===== src/rtl/gpirq_pkg.sv =====
package gpirq_pkg;

  localparam int OFS_STS = 'h40;
  localparam int OFS_EN  = 'h50;
  localparam int OFS_TRG = 'h60;
  localparam int OFS_CLR = 'h70;

  typedef enum logic [1:0] {
    RD_NONE,
    RD_STS,
    RD_EN,
    RD_TRG
  } rd_sel_e;

  // Trigger decision for one pin from its three plane bits.
  function automatic logic trig_hit(input logic pol, input logic edg,
                                    input logic dual, input logic cur,
                                    input logic prev);
    logic rise, fall;
    rise = cur & ~prev;
    fall = ~cur & prev;
    if (edg) begin
      if (dual) trig_hit = rise | fall;
      else      trig_hit = pol ? rise : fall;
    end else begin
      trig_hit = (cur == pol);
    end
  endfunction

endpackage


===== src/rtl/gpirq_regdec.sv =====
module gpirq_regdec
  import gpirq_pkg::*;
#(
  parameter int NPORT     = 4,
  parameter int ADDR_W    = 12,
  parameter int UPPER_OFS = 'h80,
  localparam int PORT_W   = (NPORT > 1) ? $clog2(NPORT) : 1
) (
  input  logic              bus_we,
  input  logic [ADDR_W-1:0] bus_addr,
  output logic [NPORT-1:0]  we_en,
  output logic [NPORT-1:0]  we_en_msk,
  output logic [NPORT-1:0]  we_trg,
  output logic [NPORT-1:0]  we_trg_msk,
  output logic [NPORT-1:0]  we_clr,
  output rd_sel_e           rd_sel,
  output logic [PORT_W-1:0] rd_port
);

  always_comb begin
    we_en      = '0;
    we_en_msk  = '0;
    we_trg     = '0;
    we_trg_msk = '0;
    we_clr     = '0;
    rd_sel     = RD_NONE;
    rd_port    = '0;
    for (int p = 0; p < NPORT; p++) begin
      we_en[p]      = bus_we && (bus_addr == ADDR_W'(OFS_EN + 4*p));
      we_en_msk[p]  = bus_we && (bus_addr == ADDR_W'(UPPER_OFS + OFS_EN + 4*p));
      we_trg[p]     = bus_we && (bus_addr == ADDR_W'(OFS_TRG + 4*p));
      we_trg_msk[p] = bus_we && (bus_addr == ADDR_W'(UPPER_OFS + OFS_TRG + 4*p));
      we_clr[p]     = bus_we && (bus_addr == ADDR_W'(OFS_CLR + 4*p));
      if (bus_addr == ADDR_W'(OFS_STS + 4*p)) begin
        rd_sel  = RD_STS;
        rd_port = PORT_W'(p);
      end
      if (bus_addr == ADDR_W'(OFS_EN + 4*p)) begin
        rd_sel  = RD_EN;
        rd_port = PORT_W'(p);
      end
      if (bus_addr == ADDR_W'(OFS_TRG + 4*p)) begin
        rd_sel  = RD_TRG;
        rd_port = PORT_W'(p);
      end
    end
  end

endmodule


===== src/rtl/gpirq_port.sv =====
module gpirq_port
  import gpirq_pkg::*;
#(
  parameter int PINS    = 8,
  localparam int TRIG_W = 3 * PINS
) (
  input  logic              clk,
  input  logic              rst,
  input  logic [PINS-1:0]   pin_i,
  input  logic [TRIG_W-1:0] wdata,
  input  logic              we_en,
  input  logic              we_en_msk,
  input  logic              we_trg,
  input  logic              we_trg_msk,
  input  logic              we_clr,
  output logic [PINS-1:0]   sts_o,
  output logic [PINS-1:0]   en_o,
  output logic [TRIG_W-1:0] trig_o
);

  logic [PINS-1:0] prev_q;
  logic [PINS-1:0] hit;
  logic [PINS-1:0] clr;
  logic [PINS-1:0] msk;
  logic [PINS-1:0] val;
  logic            unused_top;

  assign val        = wdata[PINS-1:0];
  assign msk        = wdata[2*PINS-1:PINS];
  assign clr        = we_clr ? val : '0;
  assign unused_top = ^wdata[TRIG_W-1:2*PINS];

  for (genvar n = 0; n < PINS; n++) begin : g_pin
    assign hit[n] = trig_hit(trig_o[n], trig_o[PINS+n], trig_o[2*PINS+n],
                             pin_i[n], prev_q[n]);
  end

  always_ff @(posedge clk) begin
    prev_q <= pin_i;
    if (rst) begin
      sts_o  <= '0;
      en_o   <= '0;
      trig_o <= '0;
    end else begin
      // a new hit outranks a clear of the same bit
      sts_o <= (sts_o & ~clr) | hit;
      if (we_en)
        en_o <= val;
      else if (we_en_msk)
        en_o <= (en_o & ~msk) | (val & msk);
      if (we_trg)
        trig_o <= wdata;
      else if (we_trg_msk)
        trig_o[PINS-1:0] <= (trig_o[PINS-1:0] & ~msk) | (val & msk);
    end
  end

endmodule


===== src/rtl/gpirq_bank.sv =====
module gpirq_bank
  import gpirq_pkg::*;
#(
  parameter int NPORT     = 4,
  parameter int PINS      = 8,
  parameter int ADDR_W    = 12,
  parameter int DATA_W    = 32,
  parameter int UPPER_OFS = 'h80,
  localparam int NPIN     = NPORT * PINS,
  localparam int TRIG_W   = 3 * PINS,
  localparam int PORT_W   = (NPORT > 1) ? $clog2(NPORT) : 1
) (
  input  logic              clk,
  input  logic              rst,
  input  logic [NPIN-1:0]   pin_i,
  input  logic              bus_we,
  input  logic [ADDR_W-1:0] bus_addr,
  input  logic [DATA_W-1:0] bus_wdata,
  output logic [DATA_W-1:0] bus_rdata,
  output logic              irq_o
);

  logic [NPORT-1:0][PINS-1:0]   sts_all;
  logic [NPORT-1:0][PINS-1:0]   en_all;
  logic [NPORT-1:0][TRIG_W-1:0] trig_all;
  logic [NPORT-1:0] we_en, we_en_msk, we_trg, we_trg_msk, we_clr;
  rd_sel_e            rd_sel;
  logic [PORT_W-1:0]  rd_port;
  logic [DATA_W-1:0]  rd_mux;
  logic               unused_wd;

  assign unused_wd = ^bus_wdata[DATA_W-1:TRIG_W];

  gpirq_regdec #(
    .NPORT(NPORT), .ADDR_W(ADDR_W), .UPPER_OFS(UPPER_OFS)
  ) u_dec (
    .bus_we     (bus_we),
    .bus_addr   (bus_addr),
    .we_en      (we_en),
    .we_en_msk  (we_en_msk),
    .we_trg     (we_trg),
    .we_trg_msk (we_trg_msk),
    .we_clr     (we_clr),
    .rd_sel     (rd_sel),
    .rd_port    (rd_port)
  );

  for (genvar p = 0; p < NPORT; p++) begin : g_port
    gpirq_port #(.PINS(PINS)) u_port (
      .clk        (clk),
      .rst        (rst),
      .pin_i      (pin_i[p*PINS +: PINS]),
      .wdata      (bus_wdata[TRIG_W-1:0]),
      .we_en      (we_en[p]),
      .we_en_msk  (we_en_msk[p]),
      .we_trg     (we_trg[p]),
      .we_trg_msk (we_trg_msk[p]),
      .we_clr     (we_clr[p]),
      .sts_o      (sts_all[p]),
      .en_o       (en_all[p]),
      .trig_o     (trig_all[p])
    );
  end

  always_comb begin
    rd_mux = '0;
    case (rd_sel)
      RD_STS:  rd_mux = DATA_W'(sts_all[rd_port]);
      RD_EN:   rd_mux = DATA_W'(en_all[rd_port]);
      RD_TRG:  rd_mux = DATA_W'(trig_all[rd_port]);
      default: rd_mux = '0;
    endcase
  end

  always_ff @(posedge clk) begin
    if (rst) begin
      bus_rdata <= '0;
      irq_o     <= 1'b0;
    end else begin
      bus_rdata <= rd_mux;
      irq_o     <= |(sts_all & en_all);
    end
  end

endmodule


===== config.mk =====
export PLATFORM = sky130hd
export DESIGN_NAME = gpirq_bank
export DESIGN_NICKNAME = d
export VERILOG_FILES = /design/src/rtl/gpirq_pkg.sv /design/src/rtl/gpirq_regdec.sv /design/src/rtl/gpirq_port.sv /design/src/rtl/gpirq_bank.sv
export SDC_FILE = /design/constraint.sdc
export NUM_CORES = 1
export LEC_CHECK = 0
export ABC_AREA = 1
export CAP_MARGIN = 20
export CORE_ASPECT_RATIO = 0.8
export CORE_UTILIZATION = 45
export DETAILED_ROUTE_END_ITERATION = 6
export DONT_BUFFER_PORTS = 1
export GPL_ROUTABILITY_DRIVEN = 0
export SLEW_MARGIN = 10
export SYNTH_ARGS = -nofsm -noshare
export SYNTH_HDL_FRONTEND = slang
export SYNTH_SLANG_ARGS = --single-unit

===== constraint.sdc =====
create_clock -name clk -period 1.7 [get_ports clk]
set_input_delay 0 -clock clk [delete_from_list [all_inputs] [get_ports clk]]
set_output_delay 0 -clock clk [all_outputs]
set_load 0.03 [all_outputs]

# [After elaboration in Yosys (flattened, before gate mapping)]
# Cells that the tools add are included.
[op_classes] reduce_logical=29 magnitude_cmp=1 n_mux=144 bitwise_logic=191 n_eq_ne=59
[ops] cell="$eq 12x7->1 const B" n=16
[ops] cell="$mux 8" n=22
[ops] cell="$and 8x8->8" n=13
[ops] cell="$mux 1" n=100
[ops] cell="$eq 12x8->1 const B" n=8
[ops] cell="$or 8x8->8" n=12
[ops] cell="$pmux 24 s3" n=1
[ops] cell="$and 1x1->1" n=64
[ops] cell="$not 1->1" n=64
[ops] cell="$bmux 24 s2" n=1
[ops] cell="$not 8->8" n=5
[ops] cell="$mux 2" n=17
[ops] cell="$and 32x32->32" n=1
[ops] cell="$bmux 8 s2" n=2
[ops] cell="$eq 1x1->1" n=32
[ops] cell="$or 1x1->1" n=32
[ops] cell="$reduce_or 32->1" n=1
[ops] cell="$mux 24" n=1
[ops] cell="$logic_and 1x1->1" n=20
[ops] cell="$reduce_bool 2->1" n=8
[ops] cell="$eq 2x2->1 const B" n=2
[ops] cell="$lt 2x3->1 const B" n=1
[ops] cell="$eq 2x1->1 const B" n=1
[totals] elab_cells=446 inputBits=79 regBits=225 out_inout_bits=33

# [Depth between registers and ports, before layout]
[logic_depth] word_depth=15 ltp_mapped=16 ltp_nobuf=14

# [By module]
# A second synthesis with hierarchy kept.
[hier_totals] cells_unflattened=2016 hier_area_um2=13206.4
[modules_own_cells] module="gpirq_port" seq_area_each_um2=960.9 area_per_inst_um2=2537.4 n_inst=4 cells_per_inst=350
[modules_own_cells] module="gpirq_bank" seq_area_each_um2=500.5 area_per_inst_um2=2736.4 n_inst=1 cells_per_inst=558
[modules_own_cells] module="gpirq_regdec" seq_area_each_um2=0.0 area_per_inst_um2=320.3 n_inst=1 cells_per_inst=58

# [Least setup slack after synthesis]
# Ideal clock, no wire load.
[synth_timing] path_type="input to register" from="in bus_addr[0]" to="reg bus_rdata[2]" cell_stages=12 setup_slack_ns=0.328 path_buffers=2 t_arrival_ns=1.262 cell_sequence="inv_1 nand2_4 nor2_2 o2111ai_4 buf_4 buf_2 nand3_1 nand3_1 nand3_1 nand3_1 nand2_1 inv_1"
[synth_between] elab_chain_cells=15 word_cells_on_any_way=43 cone_classes="eq/ne (15); mux (28)"
[synth_lines] item="start: declaration" line_no="gpirq_bank.sv:17" text="input logic [ADDR_W-1:0] bus_addr,"
[synth_lines] item="$eq 12x7->1" line_no="gpirq_regdec.sv:34" text="if (bus_addr == ADDR_W'(OFS_STS + 4*p)) begin"
[synth_lines] item="$mux 1" line_no="gpirq_regdec.sv:34"
[synth_lines] item="$mux 2" line_no="gpirq_regdec.sv:38" text="if (bus_addr == ADDR_W'(OFS_EN + 4*p)) begin"
[synth_lines] item="$mux 2" line_no="gpirq_regdec.sv:42" text="if (bus_addr == ADDR_W'(OFS_TRG + 4*p)) begin"
[synth_lines] item="$mux 2" line_no="gpirq_regdec.sv:34"
[synth_lines] item="$mux 2" line_no="gpirq_regdec.sv:38"
[synth_lines] item="$mux 2" line_no="gpirq_regdec.sv:42"
[synth_lines] item="$mux 2" line_no="gpirq_regdec.sv:34"
[synth_lines] item="$mux 2" line_no="gpirq_regdec.sv:38"
[synth_lines] item="$mux 2" line_no="gpirq_regdec.sv:42"
[synth_lines] item="$mux 2" line_no="gpirq_regdec.sv:34"
[synth_lines] item="$mux 2" line_no="gpirq_regdec.sv:38"
[synth_lines] item="$mux 2" line_no="gpirq_regdec.sv:42"
[synth_lines] item="$eq 2x2->1 / $eq 2x1->1 (equally long branches)" line_no="gpirq_bank.sv:67" text="case (rd_sel)"
[synth_lines] item="$pmux 24 s3 (*)" line_no="gpirq_bank.sv:67"
[synth_lines] item="end signal: assignment" line_no="gpirq_bank.sv:80" text="bus_rdata <= rd_mux;"
[synth_lines] item="end: declaration" line_no="gpirq_bank.sv:19" text="output logic [DATA_W-1:0] bus_rdata,"
# Mark *: on every way between the ends. The rest lies on a longest branch, timed or not. The select of a mux whose other input is x is not followed.
# A chain may end at the register's enable or synchronous reset.

==> results.sh <==
export IMPL_status="completed"
export IMPL_power_mw=11.6
export IMPL_busiest_layer="met1"
export IMPL_netlist_instances=1597
export IMPL_drv_slew=0
export IMPL_start_kind="flop"
export IMPL_rr_endpoint="g_port[1].u_port.sts_o[2]"
export IMPL_routed_via_density=5.63
export IMPL_netlist_area_mm2=0.0116
export IMPL_arrival_ps=2020
export IMPL_p_clk_frac=0.471
export IMPL_core_mm2=0.0252
export IMPL_fp_row_count=52
export IMPL_drt_iter0_drc=1411
export IMPL_ios=112
export IMPL_synth_edf_count=0
export IMPL_yosys_area_top_type="dfxtp_1"
export IMPL_drv_cap=0
export IMPL_routed_via_count=11400
export IMPL_crit_buf_inv=2
export IMPL_ys_warn_count=0
export IMPL_root_buffer="clkbuf_16"
export IMPL_ctsLongestPathBuffers=3
export IMPL_die_width_um=181
export IMPL_antenna_found_initial=5
export IMPL_initial_core_util=0.458
export IMPL_path_class="reg2reg"
export IMPL_synthAdderAreaFrac=0.0692
export IMPL_swShare=0.242
export IMPL_worstPathMaxFanout=4
export IMPL_use_met1=0.457
export IMPL_async_flop_share=0
export IMPL_netlist_top_cells_area="dfxtp_1 (38%), o21ai_0 (11%), a21oi_1 (9.2%), nand2_1 (8.3%), inv_1 (8.0%)"
export IMPL_synth_top_family_by_area="compound AO/OA/AOI/OAI gates"
export IMPL_worst_slew_pin_slew_ps=601
export IMPL_rr_worst_depth=6
export IMPL_powerDensity_mw_per_mm2=853
export IMPL_synth_compound_area_share=0.258
export IMPL_cts_tree="done"
export IMPL_drive_gt1_frac=0.0826
export IMPL_syn_avg_cell_area_um2=7.24
export IMPL_hp_class="in2reg"
export IMPL_hold_viol=0
export IMPL_chipHeight_um=145
export IMPL_syn2layout_area_growth_pct=17.7
export IMPL_switching_power_mw=2.81
export IMPL_fin_skew_ps=12.2
export IMPL_ys_top_cells_by_count="nand2_1 (256), o21ai_0 (250), inv_1 (248)"
export IMPL_crit_chain="inv_1, a21oi_1, o21ai_0, o21ai_1, a21oi_1, dlygate4sd3_1"
export IMPL_grt_ovfl_total=0
export IMPL_drt_wl_total_um=40700
export IMPL_p_leak_nw=5.71
export IMPL_max_freq_mhz=625
export IMPL_relSlewSlack=0.599
export IMPL_clk_pin_slew_worst_paths_ps=60
export IMPL_critPathMaxStageDelay_ps=560
export IMPL_wl_per_cell_um=20.2
export IMPL_synthSimpleGateAreaFrac=0.156
export IMPL_clkSinkCount=217
export IMPL_gr_usage_all_layers=0.309
export IMPL_peakVddDrop_uv=776
export IMPL_worstSetupEndpoint="g_port[1].u_port.sts_o[2]"
export IMPL_grt_start_max_net_pins=50
export IMPL_crit_family="buffers and inverters"
export IMPL_synth_mux_area_frac=0.00584
export IMPL_drtPass1Iterations=6
export IMPL_intPower_mw=8.81
export IMPL_cts_setup_buffers=0
export IMPL_synthXorXnorAreaFrac=0.0144
export IMPL_route_detailed_drc=0
export IMPL_place_hpwl_um=29500
export IMPL_required_ps=2120
export IMPL_fin_crit_ps=1600
export IMPL_synth_seq_cells=217
export IMPL_gr_usage_met3=0.0696
export IMPL_power_frac_comb=0.076
export IMPL_fin_nets=1821
export IMPL_ant_nets=0
export IMPL_fin_tns_setup_ps=0
export IMPL_grt_pass1_wl_um=62800
export IMPL_finalSetupViolations=0
export IMPL_ys_seq_area_frac=0.375
export IMPL_synthDominantCellAreaShare=0.375
export IMPL_yosys_cell_types_count=44
export IMPL_use_met2=0.444
export IMPL_ys_flop_type="dfxtp_1"
export IMPL_cp_end_kind="flop"
export IMPL_rrSetupSlack_ps=100
export IMPL_die_area_mm2=0.0264
export IMPL_cts_buffers=24
export IMPL_grt_pass1_vias=10600
export IMPL_crit_slowest_cell="dlygate4sd3_1"
export IMPL_path_common_cell="a21oi_1"
export IMPL_worst_path_stages=6
export IMPL_seqPwrFrac=0.452
export IMPL_synthMostInstantiatedCell="nand2_1"
export IMPL_rsz0062_at_grt="no"
export IMPL_finalCritPeriodShare=0.941
export IMPL_htree_levels=1
export IMPL_clk_latency_ps=530
export IMPL_portBuffers=0
==> cell usage in the layout (no fill, tap or decap), types with 3 or more instances in the layout <==
cell type / n
a211oi_1: 9
a211oi_2: 6
a21oi_1: 212
a22oi_1: 7
a31oi_1: 8
buf_12: 16
buf_4: 40
bufinv_16: 3
clkbuf_1: 7
clkbuf_16: 25
clkbuf_8: 4
clkinv_2: 4
conb_1: 8
dfxtp_1: 217
diode_2: 4
dlygate4sd3_1: 59
ha_1: 64
inv_1: 247
inv_2: 8
mux2_2: 6
nand2_1: 256
nand2_2: 5
nand2_4: 3
nand3_1: 86
nor2_1: 48
nor2_2: 5
nor2_4: 4
nor4_1: 3
o2111ai_4: 3
o211ai_1: 9
o21ai_0: 249
o21ai_1: 18
o221ai_1: 6
o22ai_1: 16
xnor2_1: 19
==> tightest hold or removal path, stage by stage <==
cell and delay [ps]:
ha_1 130, mux2_2 140, o21ai_0 70, a31oi_1 160
==> area by class of cell <==
| class | instances | area (um^2) |
|---|---|---|
| multi-input cells | 1061 | 5850 |
| diodes | 4 | 10.0 |
| repair buffers | 115 | 1210 |
| well taps | 324 | 405 |
| fillers | 2409 | 11600 |
| clock inverters | 6 | 105 |
| inverters | 259 | 978 |
| flip-flops and latches | 217 | 4340 |
| clock buffers | 36 | 707 |
==> logic make-up after synthesis <==
group | count (synthesis)
AO/OA/AOI/OAI | 548
XOR/XNOR | 19
adder cells (fa/ha/maj) | 64
buffers and inverters | 326
flip-flops | 217
multiplexers | 6
other | 1
AND/OR/NAND/NOR | 416
==> timing repair <==
action,4_1_cts,5_1_grt
hold buffers,60,0
endpoints found under the setup margin,0,1
endpoints found under the hold margin,193,0
gates resized for setup,0,1
==> per-layer routing <==
layer / vias up / part of all wire
met5: - / 0.00032
met4: 2 / 0.028
met3: 91 / 0.11
met2: 561 / 0.41
met1: 5293 / 0.46
li1: 5440 / -
==> power by group through the flow <==
stage	clock network [mW]	registers, mW	logic (mW)
2_1_floorplan	0	5.33	0.492
3_3_place_gp	0	5.36	0.650
3_5_place_dp	0	5.36	0.665
4_1_cts	5.53	5.25	0.870
5_1_grt	5.74	5.26	0.978
6_report	5.48	5.25	0.887
==> stage by stage <==
step,std cells,cell area (um^2),hold WS (ps),setup WS [ps],utilization
floorplan,1604,11600,27.7,328,-
global placement,1916,12200,27.8,74.5,0.483
detailed placement,1916,12200,27.8,58.8,0.483
CTS,2018,13600,0.630,89.9,0.539
global route,2019,13600,39.5,29.6,0.539
finish,2022,13600,10.3,101,0.539
==> how the worst min path moves through the flow <==
stage | startpoint | end | depth (start not counted)
2_1_floorplan | pin_i[0] | g_port[0].u_port.prev_q[0] | 0
3_3_place_gp | pin_i[4] | g_port[0].u_port.prev_q[4] | 0
3_5_place_dp | pin_i[16] | g_port[2].u_port.prev_q[0] | 0
4_1_cts | pin_i[19] | g_port[2].u_port.sts_o[3] | 4
5_1_grt | pin_i[7] | g_port[0].u_port.sts_o[7] | 4
6_report | pin_i[19] | g_port[2].u_port.sts_o[3] | 4
Note: power is estimated with default switching activity, not from simulation.
